## config.mk

```make
export PLATFORM = sky130hd
export DESIGN_NAME = cfgmbox_ep
export DESIGN_NICKNAME = d
export VERILOG_FILES = /design/src/rtl/cfgmbox_pkg.sv /design/src/rtl/cfgmbox_fifo.sv /design/src/rtl/cfgmbox_ctrl.sv /design/src/rtl/cfgmbox_ep.sv
export SDC_FILE = /design/constraint.sdc
export NUM_CORES = 1
export LEC_CHECK = 0
export ABC_CLOCK_PERIOD_IN_PS = 10350
export BUFFER_PORTS_ARGS = -buffer_cell sky130_fd_sc_hd__buf_2
export CAP_MARGIN = 10
export CORE_MARGIN = 4
export CORE_UTILIZATION = 60
export CTS_CLUSTER_SIZE = 28
export DETAILED_ROUTE_END_ITERATION = 16
export PLACE_DENSITY = 0.88
export SLEW_MARGIN = 5
export SYNTH_ARGS = -nofsm -noshare
export SYNTH_HDL_FRONTEND = slang
export SYNTH_SLANG_ARGS = --single-unit
```

## constraint.sdc

```tcl
create_clock -name clk_i -period 10.35 [get_ports clk_i]
set_input_delay 1.035 -clock clk_i [delete_from_list [all_inputs] [get_ports clk_i]]
set_output_delay 1.035 -clock clk_i [all_outputs]
set_load 0.05 [all_outputs]
```

## src/rtl/cfgmbox_pkg.sv

```systemverilog
package cfgmbox_pkg;
  localparam int DWORD_W = 32;
  localparam int MSG_W   = 11;

  localparam int OFF_CAP = 'h04;
  localparam int OFF_CTL = 'h08;
  localparam int OFF_STS = 'h0C;
  localparam int OFF_WMB = 'h10;
  localparam int OFF_RMB = 'h14;

  localparam int CTL_ABORT_B = 0;
  localparam int CTL_IE_B    = 1;
  localparam int CTL_GO_B    = 31;
  localparam int STS_BUSY_B  = 0;
  localparam int STS_INT_B   = 1;
  localparam int STS_ERR_B   = 2;
  localparam int STS_RDY_B   = 31;
  localparam int CAP_INT_B   = 0;
  localparam int CAP_MSG_LSB = 1;

  typedef enum logic [1:0] {ST_IDLE, ST_SEND, ST_WAIT} mbox_state_e;
endpackage

```

## src/rtl/cfgmbox_fifo.sv

```systemverilog
module cfgmbox_fifo #(
  parameter int W     = 32,
  parameter int DEPTH = 16
) (
  input  logic                       clk_i,
  input  logic                       rst_ni,
  input  logic                       flush_i,
  input  logic                       push_i,
  input  logic [W-1:0]               data_i,
  input  logic                       pop_i,
  output logic [W-1:0]               data_o,
  output logic [$clog2(DEPTH+1)-1:0] count_o,
  output logic                       full_o,
  output logic                       empty_o
);
  localparam int PTR_W = $clog2(DEPTH);
  localparam int CNT_W = $clog2(DEPTH+1);

  logic [W-1:0]     mem [DEPTH];
  logic [PTR_W-1:0] wr_ptr, rd_ptr;
  logic [CNT_W-1:0] cnt;

  function automatic logic [PTR_W-1:0] nxt(input logic [PTR_W-1:0] p);
    return (p == PTR_W'(DEPTH-1)) ? '0 : p + PTR_W'(1);
  endfunction

  always_ff @(posedge clk_i or negedge rst_ni) begin
    if (!rst_ni) begin
      wr_ptr <= '0;
      rd_ptr <= '0;
      cnt    <= '0;
    end else if (flush_i) begin
      wr_ptr <= '0;
      rd_ptr <= '0;
      cnt    <= '0;
    end else begin
      if (push_i) wr_ptr <= nxt(wr_ptr);
      if (pop_i)  rd_ptr <= nxt(rd_ptr);
      case ({push_i, pop_i})
        2'b10:   cnt <= cnt + CNT_W'(1);
        2'b01:   cnt <= cnt - CNT_W'(1);
        default: cnt <= cnt;
      endcase
    end
  end

  always_ff @(posedge clk_i) begin
    if (push_i && !flush_i) mem[wr_ptr] <= data_i;
  end

  assign data_o  = mem[rd_ptr];
  assign count_o = cnt;
  assign full_o  = (cnt == CNT_W'(DEPTH));
  assign empty_o = (cnt == '0);

  assert_no_overflow_R3: assert property (@(posedge clk_i) disable iff (!rst_ni)
    push_i |-> !full_o);
  assert_no_underflow_R4: assert property (@(posedge clk_i) disable iff (!rst_ni)
    pop_i |-> !empty_o);
endmodule

```

## src/rtl/cfgmbox_ctrl.sv

```systemverilog
module cfgmbox_ctrl import cfgmbox_pkg::*; #(
  parameter int   CNT_W  = 5,
  parameter logic INT_OK = 1'b1
) (
  input  logic             clk_i,
  input  logic             rst_ni,
  input  logic             ctl_wr_i,
  input  logic             ctl_abort_i,
  input  logic             ctl_ie_i,
  input  logic             ctl_go_i,
  input  logic             sts_int_clr_i,
  input  logic             rmb_wr_i,
  input  logic [CNT_W-1:0] req_cnt_i,
  input  logic             req_hs_i,
  input  logic [CNT_W-1:0] rsp_cnt_i,
  input  logic             rsp_hs_i,
  input  logic             rsp_last_i,
  output mbox_state_e      state_o,
  output logic             busy_o,
  output logic             ready_o,
  output logic             error_o,
  output logic             int_en_o,
  output logic             int_sts_o,
  output logic             irq_o,
  output logic             req_flush_o,
  output logic             rsp_flush_o,
  output logic             rsp_pop_o
);
  mbox_state_e state_q, state_d;
  logic ready_q, error_q, int_en_q, int_sts_q, irq_q;
  logic abort_evt, go_evt, go_ok, go_bad, done_evt, err_set, irq_evt;

  assign abort_evt = ctl_wr_i && ctl_abort_i;
  assign go_evt    = ctl_wr_i && ctl_go_i && !ctl_abort_i;
  assign go_ok     = go_evt && (state_q == ST_IDLE) && (req_cnt_i >= CNT_W'(2));
  assign go_bad    = go_evt && !go_ok;
  assign done_evt  = (state_q == ST_WAIT) && rsp_hs_i && rsp_last_i;
  assign err_set   = abort_evt || go_bad;
  assign irq_evt   = (err_set || done_evt) && int_en_q;
  assign rsp_pop_o = rmb_wr_i && ready_q && (rsp_cnt_i != '0);

  // short go while idle drops the partial request; a running one is left alone
  assign req_flush_o = abort_evt || (go_bad && state_q == ST_IDLE);
  assign rsp_flush_o = abort_evt || go_ok;

  always_comb begin
    state_d = state_q;
    if (abort_evt) state_d = ST_IDLE;
    else begin
      case (state_q)
        ST_IDLE: if (go_ok) state_d = ST_SEND;
        ST_SEND: if (req_hs_i && req_cnt_i == CNT_W'(1)) state_d = ST_WAIT;
        ST_WAIT: if (done_evt) state_d = ST_IDLE;
        default: state_d = ST_IDLE;
      endcase
    end
  end

  always_ff @(posedge clk_i or negedge rst_ni) begin
    if (!rst_ni) begin
      state_q   <= ST_IDLE;
      ready_q   <= 1'b0;
      error_q   <= 1'b0;
      int_en_q  <= 1'b0;
      int_sts_q <= 1'b0;
      irq_q     <= 1'b0;
    end else begin
      state_q <= state_d;
      if (abort_evt || go_ok)                        ready_q <= 1'b0;
      else if (done_evt)                             ready_q <= 1'b1;
      else if (rsp_pop_o && rsp_cnt_i == CNT_W'(1))  ready_q <= 1'b0;
      if (err_set)    error_q <= 1'b1;
      else if (go_ok) error_q <= 1'b0;
      if (irq_evt)            int_sts_q <= 1'b1;
      else if (sts_int_clr_i) int_sts_q <= 1'b0;
      if (ctl_wr_i) int_en_q <= ctl_ie_i && INT_OK;
      irq_q <= irq_evt;
    end
  end

  assign state_o   = state_q;
  assign busy_o    = (state_q != ST_IDLE);
  assign ready_o   = ready_q;
  assign error_o   = error_q;
  assign int_en_o  = int_en_q;
  assign int_sts_o = int_sts_q;
  assign irq_o     = irq_q;

  assert_busy_ready_excl_R4: assert property (@(posedge clk_i) disable iff (!rst_ni)
    !(busy_o && ready_q));
  assert_ready_drops_R5: assert property (@(posedge clk_i) disable iff (!rst_ni)
    (rsp_pop_o && rsp_cnt_i == CNT_W'(1)) |=> !ready_q);
  assert_short_go_R6: assert property (@(posedge clk_i) disable iff (!rst_ni)
    (go_evt && state_q == ST_IDLE && req_cnt_i < CNT_W'(2)) |=> (error_q && state_q == ST_IDLE));
  assert_busy_go_R7: assert property (@(posedge clk_i) disable iff (!rst_ni)
    (go_evt && state_q == ST_SEND) |=> (error_q && busy_o));
  assert_abort_idle_R8: assert property (@(posedge clk_i) disable iff (!rst_ni)
    abort_evt |=> (error_q && state_q == ST_IDLE && !ready_q));
  assert_irq_flag_R9: assert property (@(posedge clk_i) disable iff (!rst_ni)
    irq_q |-> int_sts_q);
endmodule

```

## src/rtl/cfgmbox_ep.sv

```systemverilog
module cfgmbox_ep import cfgmbox_pkg::*; #(
  parameter int               ADDR_W      = 12,
  parameter int               DEPTH       = 16,
  parameter logic             INT_SUPPORT = 1'b1,
  parameter logic [MSG_W-1:0] INT_MSG_NUM = 11'd3
) (
  input  logic               clk_i,
  input  logic               rst_ni,
  input  logic [ADDR_W-1:0]  reg_addr_i,
  input  logic               reg_wr_i,
  input  logic [DWORD_W-1:0] reg_wdata_i,
  output logic [DWORD_W-1:0] reg_rdata_o,
  output logic               req_valid_o,
  input  logic               req_ready_i,
  output logic [DWORD_W-1:0] req_data_o,
  output logic               req_last_o,
  input  logic               rsp_valid_i,
  output logic               rsp_ready_o,
  input  logic [DWORD_W-1:0] rsp_data_i,
  input  logic               rsp_last_i,
  output logic               irq_o
);
  localparam int CNT_W = $clog2(DEPTH+1);

  mbox_state_e        state;
  logic               busy, ready, error, int_en, int_sts;
  logic               req_flush, rsp_flush, rsp_pop;
  logic               wr_ctl, wr_sts, wr_wmb, wr_rmb;
  logic               req_push, req_pop, req_full, req_empty;
  logic               rsp_push, rsp_full, rsp_empty;
  logic [CNT_W-1:0]   req_cnt, rsp_cnt;
  logic [DWORD_W-1:0] rsp_head;

  assign wr_ctl = reg_wr_i && (reg_addr_i == ADDR_W'(OFF_CTL));
  assign wr_sts = reg_wr_i && (reg_addr_i == ADDR_W'(OFF_STS));
  assign wr_wmb = reg_wr_i && (reg_addr_i == ADDR_W'(OFF_WMB));
  assign wr_rmb = reg_wr_i && (reg_addr_i == ADDR_W'(OFF_RMB));

  assign req_push    = wr_wmb && (state == ST_IDLE) && !req_full;
  assign req_valid_o = (state == ST_SEND) && !req_empty;
  assign req_last_o  = req_valid_o && (req_cnt == CNT_W'(1));
  assign req_pop     = req_valid_o && req_ready_i;
  assign rsp_ready_o = (state == ST_WAIT) && !rsp_full;
  assign rsp_push    = rsp_valid_i && rsp_ready_o;

  cfgmbox_fifo #(.W(DWORD_W), .DEPTH(DEPTH)) u_req_buf (
    .clk_i, .rst_ni, .flush_i(req_flush), .push_i(req_push), .data_i(reg_wdata_i),
    .pop_i(req_pop), .data_o(req_data_o), .count_o(req_cnt),
    .full_o(req_full), .empty_o(req_empty));

  cfgmbox_fifo #(.W(DWORD_W), .DEPTH(DEPTH)) u_rsp_buf (
    .clk_i, .rst_ni, .flush_i(rsp_flush), .push_i(rsp_push), .data_i(rsp_data_i),
    .pop_i(rsp_pop), .data_o(rsp_head), .count_o(rsp_cnt),
    .full_o(rsp_full), .empty_o(rsp_empty));

  cfgmbox_ctrl #(.CNT_W(CNT_W), .INT_OK(INT_SUPPORT)) u_ctrl (
    .clk_i, .rst_ni,
    .ctl_wr_i(wr_ctl), .ctl_abort_i(reg_wdata_i[CTL_ABORT_B]),
    .ctl_ie_i(reg_wdata_i[CTL_IE_B]), .ctl_go_i(reg_wdata_i[CTL_GO_B]),
    .sts_int_clr_i(wr_sts && reg_wdata_i[STS_INT_B]),
    .rmb_wr_i(wr_rmb), .req_cnt_i(req_cnt), .req_hs_i(req_pop),
    .rsp_cnt_i(rsp_cnt), .rsp_hs_i(rsp_push), .rsp_last_i(rsp_last_i),
    .state_o(state), .busy_o(busy), .ready_o(ready), .error_o(error),
    .int_en_o(int_en), .int_sts_o(int_sts), .irq_o(irq_o),
    .req_flush_o(req_flush), .rsp_flush_o(rsp_flush), .rsp_pop_o(rsp_pop));

  always_comb begin
    reg_rdata_o = '0;
    case (reg_addr_i)
      ADDR_W'(OFF_CAP): begin
        reg_rdata_o[CAP_INT_B]                = INT_SUPPORT;
        reg_rdata_o[CAP_MSG_LSB +: MSG_W]     = INT_MSG_NUM;
      end
      ADDR_W'(OFF_CTL): reg_rdata_o[CTL_IE_B] = int_en;
      ADDR_W'(OFF_STS): begin
        reg_rdata_o[STS_BUSY_B] = busy;
        reg_rdata_o[STS_INT_B]  = int_sts;
        reg_rdata_o[STS_ERR_B]  = error;
        reg_rdata_o[STS_RDY_B]  = ready;
      end
      ADDR_W'(OFF_RMB): reg_rdata_o = (ready && !rsp_empty) ? rsp_head : '0;
      default: reg_rdata_o = '0;
    endcase
  end

  assert_push_idle_R12: assert property (@(posedge clk_i) disable iff (!rst_ni)
    (wr_wmb && busy) |=> $stable(req_cnt) || (req_cnt < $past(req_cnt)));
endmodule

```

After elaboration in Yosys (flattened, before gate mapping) --
Memories as Yosys holds them, arrays and structs flattened. Cells that the tools add are included.
Word-level totals: logic and storage cells 140, memories 2, input bits 82, register bits 33, output and inout bits 68, memory bits (writable) 1024
Memories:
- u_req_buf.mem | depth 16, bits a word 32, read ports 1, clocked after memory_dff 0, wr ports 1, RTL line cfgmbox_fifo.sv:19 | logic [W-1:0] mem [DEPTH];
- u_rsp_buf.mem | depth 16, bits a word 32, read ports 1, clocked after memory_dff 0, wr ports 1, RTL line cfgmbox_fifo.sv:19
Cells by class: $lt $le $gt $ge 1, reductions and logical operators 56, multiplexer cells 39, equality and inequality tests 22, add/sub/neg operators 8
Operators by type and width (number):
- 2-to-1 mux 4 bit | 12
- 2-to-1 mux 32 bit | 1
- logical AND 1 bit | 29
- equality test 12 x 4 -> 1 bit (second input constant) | 2
- equality test 12 x 5 -> 1 bit (second input constant) | 2
- case mux 5 bit (2 select lines) | 2
- 2-to-1 mux 19 bit | 1
- adder 4 x 1 -> 4 bit (second input constant) | 4
- equality test 4 bit (second input constant) | 4
- nonzero test 2 bit | 7
- equality test 12 x 3 -> 1 bit (second input constant) | 1
- 2-to-1 mux 1 bit | 11
- adder 5 x 1 -> 5 bit (second input constant) | 2
- equality test 5 x 1 -> 1 bit (second input constant) | 2
- equality test 5 bit (second input constant) | 2
- logical NOT 5 bit | 2
- 2-to-1 mux 5 bit | 2
- subtractor 5 x 1 -> 5 bit (second input constant) | 2
- 2-to-1 mux 9 bit | 1
- != test 3 x 1 -> 1 bit (second input constant) | 3
- nonzero test 3 bit | 3
- logical NOT 1 bit | 8
- 2-to-1 mux 2 bit | 4
- equality test 2 x 1 -> 1 bit (second input constant) | 3
- 10 further kinds | 16

Longest topological paths before layout --
depth after elaboration 14, gate-level depth with buffers 12

Cells and area by module --
Synthesis repeated with hierarchy kept, for this count alone.
Second synthesis, totals: cell total of the unflattened synthesis 2042, area total of the unflattened synthesis 42082.9 um2
By module, submodules not included:
- cfgmbox_fifo (u_req_buf) | sequential area each 15700.1 um2, cells an instance 961, area an instance 20593.5 um2, instances 1
- cfgmbox_fifo (u_rsp_buf) | sequential area each 15700.1 um2, cells an instance 961, area an instance 20587.2 um2, instances 1
- cfgmbox_ep | sequential area each 0.0 um2, cells an instance 77, area an instance 506.7 um2, instances 1
- cfgmbox_ctrl | sequential area each 175.2 um2, cells an instance 43, area an instance 395.4 um2, instances 1

Worst setup path before layout --
Ideal clock, no wire load.
path type input to register, start in reg_addr_i[9], end mem u_req_buf.mem[0][0] (enable), path buffers 2, slack 5.588 ns, setup time 0.461 ns, arrival 4.301 ns, data required time 9.889 ns, stages on the path 7, cells stage by stage nor4_4 > and4_1 > buf_4 > and2_1 > buf_2 > nand2_1 > nor3_1
On the way: longest elaborated chain between the ends 14, elaborated cells on any way between the ends 19, classes of those cells eq/ne: 2; mux: 2; reduce/logical: 15
RTL lines:
- start, declared | RTL line cfgmbox_ep.sv:9 | input logic [ADDR_W-1:0] reg_addr_i,
- equality test 12 x 4 -> 1 bit | RTL line cfgmbox_ep.sv:34 | assign wr_ctl = reg_wr_i && (reg_addr_i == ADDR_W'(OFF_CTL));
- logical AND 1 bit | RTL line cfgmbox_ep.sv:34
- logical AND 1 bit (2 in series) | RTL line cfgmbox_ctrl.sv:34 | assign go_evt = ctl_wr_i && ctl_go_i && !ctl_abort_i;
- logical AND 1 bit (2 in series) | RTL line cfgmbox_ctrl.sv:35 | assign go_ok = go_evt && (state_q == ST_IDLE) && (req_cnt_i >= CNT_W'(2));
- logical NOT 1 bit | RTL line cfgmbox_ctrl.sv:36 | assign go_bad = go_evt && !go_ok;
- logical AND 1 bit | RTL line cfgmbox_ctrl.sv:36
- logical AND 1 bit | RTL line cfgmbox_ctrl.sv:43 | assign req_flush_o = abort_evt || (go_bad && state_q == ST_IDLE);
- logical OR 1 bit | RTL line cfgmbox_ctrl.sv:43
- logical NOT 1 bit | RTL line cfgmbox_fifo.sv:48 | if (push_i && !flush_i) mem[wr_ptr] <= data_i;
- logical AND 1 bit * | RTL line cfgmbox_fifo.sv:48
- 2-to-1 mux 1 bit * | RTL line cfgmbox_fifo.sv:48
- 2-to-1 mux 1 bit (not written as such) * | RTL line cfgmbox_fifo.sv:48
- end, declared | RTL line cfgmbox_fifo.sv:19
Every way passes the cells marked *; elsewhere a longest branch is shown, timed or not.

Final worst setup path --
start reg u_rsp_buf.rd_ptr[0], end out reg_rdata_o[26]
On the way: longest elaborated chain between the ends 3
RTL lines:
- start, declared | RTL line cfgmbox_fifo.sv:20 | logic [PTR_W-1:0] wr_ptr, rd_ptr;
- start signal, assigned | RTL line cfgmbox_fifo.sv:38 | if (pop_i) rd_ptr <= nxt(rd_ptr);
- memory read (16 x 32 bit)
- 2-to-1 mux 32 bit | RTL line cfgmbox_ep.sv:81 | ADDR_W'(OFF_RMB): reg_rdata_o = (ready && !rsp_empty) ? rsp_head : '0;
- 2-to-1 mux 19 bit | RTL line cfgmbox_ep.sv:69 | case (reg_addr_i)
- end, declared | RTL line cfgmbox_ep.sv:12 | output logic [DWORD_W-1:0] reg_rdata_o,
No other way between the ends.

==> qor.yml <==
cts_buffers: 99
final_common_cell: "edfxtp_1"
htreeDepth: 3
grt_util_all_layers_pct: 27.4
async_reset_ff_share_pct: 3.12
hpwl_mm: 48.0
power_density_nw_per_um2: 186
final_cells: 3205
synthFlopType: "edfxtp_1"
slew-limit-headroom_pct: 15.2
rows: 95
num-nets-final: 2344
crit_path_top_delay_cell: "dfrtp_4"
p_comb_share_pct: 1.8
holdBufCountCts: 0
arrival_ns: 4.69
ir_drop_mv: 0.180
drtAntennaViolNets: 0
fmax_mhz: 175
grt_max_degree: 151
coreArea_sq_um: 67800
final-setup-viol-count: 0
synth_nets: 2164
setup_tns_ns: 0
dieArea_sq_um: 73100
cts_tree: "yes"
p_int_mw: 6.90
rsz0062_at_grt: "false"
endpoint_kind: "output port"
p_sw_mw: 1.74
clockPowerShare_pct: 43.9
crit_required_ns: 9.32
switching_share_pct: 20.1
cts_setup_buffers: 0
cpMostUsedCell: "buf_4"
finalPower_mw: 8.65
synth_mux_area_share_pct: 14.0
fin_skew_ns: 0.0449
worst-setup-path-type: "reg -> out"
syn2layout_area_growth_pct: 12.7
multi_input_area_sq_um: 9320
synth.avg_cell_area_sq_um: 20.0
initial_utilization_pct: 61.0
ff2ff_path_depth: 6
reg2reg_from: "u_rsp_buf.count_o[0]"
min_period_over_period_pct: 55.4
synth_top_family_by_area: "multiplexers"
via_per_inst: 6.90
seq_power_share_pct: 54.3
ys_ff_latch: 1057
routabilityCongestion: 0.776
yosysUniqueCellTypes: 59
placed_cells: 3013
drt_iter0_markers: 3245
startpoint_type: "flip-flop"
timing.hold.ws_ns: 0.440
die_w_microns: 270
slew_viol_final: 0
cts_root_buffer: "clkbuf_16"
drc: 0
cap_viol_max_count: 0
die_h_microns: 270
antenna_found_initial: 16
hp-class: "in -> async"
numPortBuffers: 149
vias: 22100
fillers: 3829
layout-drive-gt1-share_pct: 27.1
grt_overflow: 0
slowest_delay_ns: 0.87
leakage_nw: 14.7
synthesis.area_sq_um: 41300
clockBufferDepth: 3
seq_area_sq_um: 31600
ioPinCount: 150
min_period_ns: 5.73
yosysSeqAreaShare_pct: 76.4
routedWlPerCell_microns: 31.6
clock_sinks: 1057
tightest_slew_ns: 1.27
synth_compound_area_share_pct: 4.58
ctsResizeCount: 0
synthCells: 2061
crit_chain: "buf_4 -> buf_4 -> mux4_2 -> nor2b_1 -> a31oi_1 -> a21oi_1 -> buf_2"
clk_latency_ns: 0.67
crit_fanout: 51
synth_fa_ha_area_share_pct: 0.636
clkTransAtPathRegs_ns: 0.07
grt_pass1_wl_mm: 149
cp-startpoint: "u_rsp_buf.rd_ptr[0]"
outcome: "completed"
synthSimpleGateAreaFrac_pct: 2.63
first_pass_iters: 6
grt_pass1_vias: 23000
hold_viol: 0
synth-xor-area-share_pct: 0.297
wl_mm: 101
most-common-layout-cells: "edfxtp_1 (1024), mux4_2 (194), buf_2 (149)"
synth_edf_count: 1024
synth_warnings: 0
==> per-stage QoR <==
| stage | utilization, % | setup WS [ns] | area [sq um] |
|---|---|---|---|
| floorplan | - | 5.59 | 41300 |
| global placement | 63.7 | 5.45 | 43200 |
| detailed placement | 63.7 | 5.33 | 43200 |
| CTS | 68.7 | 4.52 | 46500 |
| global route | 68.7 | 4.26 | 46600 |
| finish | 68.7 | 4.62 | 46600 |
==> power by group through the flow <==
stage          Sequential, mW  Combinational [mW]  Clock [mW]
5_1_grt                  4.69               0.167        4.02
4_1_cts                  4.69               0.152        3.81
3_5_place_dp             4.79               0.149           0
2_1_floorplan            4.78              0.0744           0
6_report                 4.69               0.154        3.80
3_3_place_gp             4.79               0.138           0
==> worst max-delay path, delay by kind of cell (launching register included) <==
kind / cells / cell delay (ns)
AND/OR/NAND/NOR: 1 / 0.17
multiplexers: 1 / 0.62
buffers and inverters: 3 / 1.85
flip-flops: 1 / 0.87
AO/OA/AOI/OAI: 2 / 0.39
==> cells by family after synthesis <==
| group | Yosys count |
|---|---|
| buf+inv | 132 |
| simple gates | 207 |
| flops | 1057 |
| xor+xnor | 14 |
| fa+ha+maj | 21 |
| compound gates | 298 |
| mux | 332 |
==> flip-flops by register name, summed over array words and instances, names as in the netlist, 2 cells and up <==
signal	cells
u_rsp_buf.wr_ptr	4
u_rsp_buf.rd_ptr	4
u_ctrl.state_o	2
u_req_buf.rd_ptr	4
u_req_buf.mem	512
u_req_buf.wr_ptr	4
u_rsp_buf.count_o	5
u_rsp_buf.mem	512
u_req_buf.count_o	5
==> final timing paths <==
kind / endpoint / slack [ns]
max: reg_rdata_o[26] / 4.62
min reg2reg: u_ctrl.int_en_o / 0.55
min in group clk_i: u_ctrl.int_en_o / 0.55
max in group asynchronous: u_req_buf.rd_ptr[0] / 9.32
min: u_rsp_buf.rd_ptr[1] / 0.44
max reg2reg: u_rsp_buf.mem[11][4] / 6.59
==> synthesized netlist by cell type, types with 17 or more instances <==
library cell | n | share of area, %
ha_1 | 21 | 0.64
dfrtp_1 | 33 | 2.0
mux2i_1 | 103 | 2.5
a31oi_1 | 39 | 0.59
o21ai_0 | 68 | 0.82
edfxtp_1 | 1024 | 74
mux4_2 | 194 | 11
a22oi_1 | 60 | 1.1
clkbuf_1 | 52 | 0.47
nor2b_1 | 33 | 0.50
nor2_1 | 49 | 0.45
buf_2 | 44 | 0.53
nand2_1 | 52 | 0.47
inv_1 | 17 | 0.15
a21oi_1 | 78 | 0.94
a221oi_1 | 32 | 0.68
mux2_2 | 35 | 0.95
==> metal layers <==
layer | track usage, % | vias up | share of wire, %
met5 | 0 | - | 0.099
met4 | 11.9 | 14 | 3.9
met3 | 6.32 | 309 | 10
met2 | 46.8 | 1647 | 52
met1 | 34.1 | 11300 | 34
li1 | - | 8876 | -
==> area by class of cell <==
cell class / count / area share, %
multi-input cells: 872 / 20.0
diodes: 11 / 0.0591
clock buffers: 118 / 5.60
well taps: 873 / 2.35
clock inverters: 63 / 1.67
inverters: 18 / 0.145
repair buffers: 193 / 2.34
flip-flops and latches: 1057 / 67.8
(Power assumes the default switching activity.)
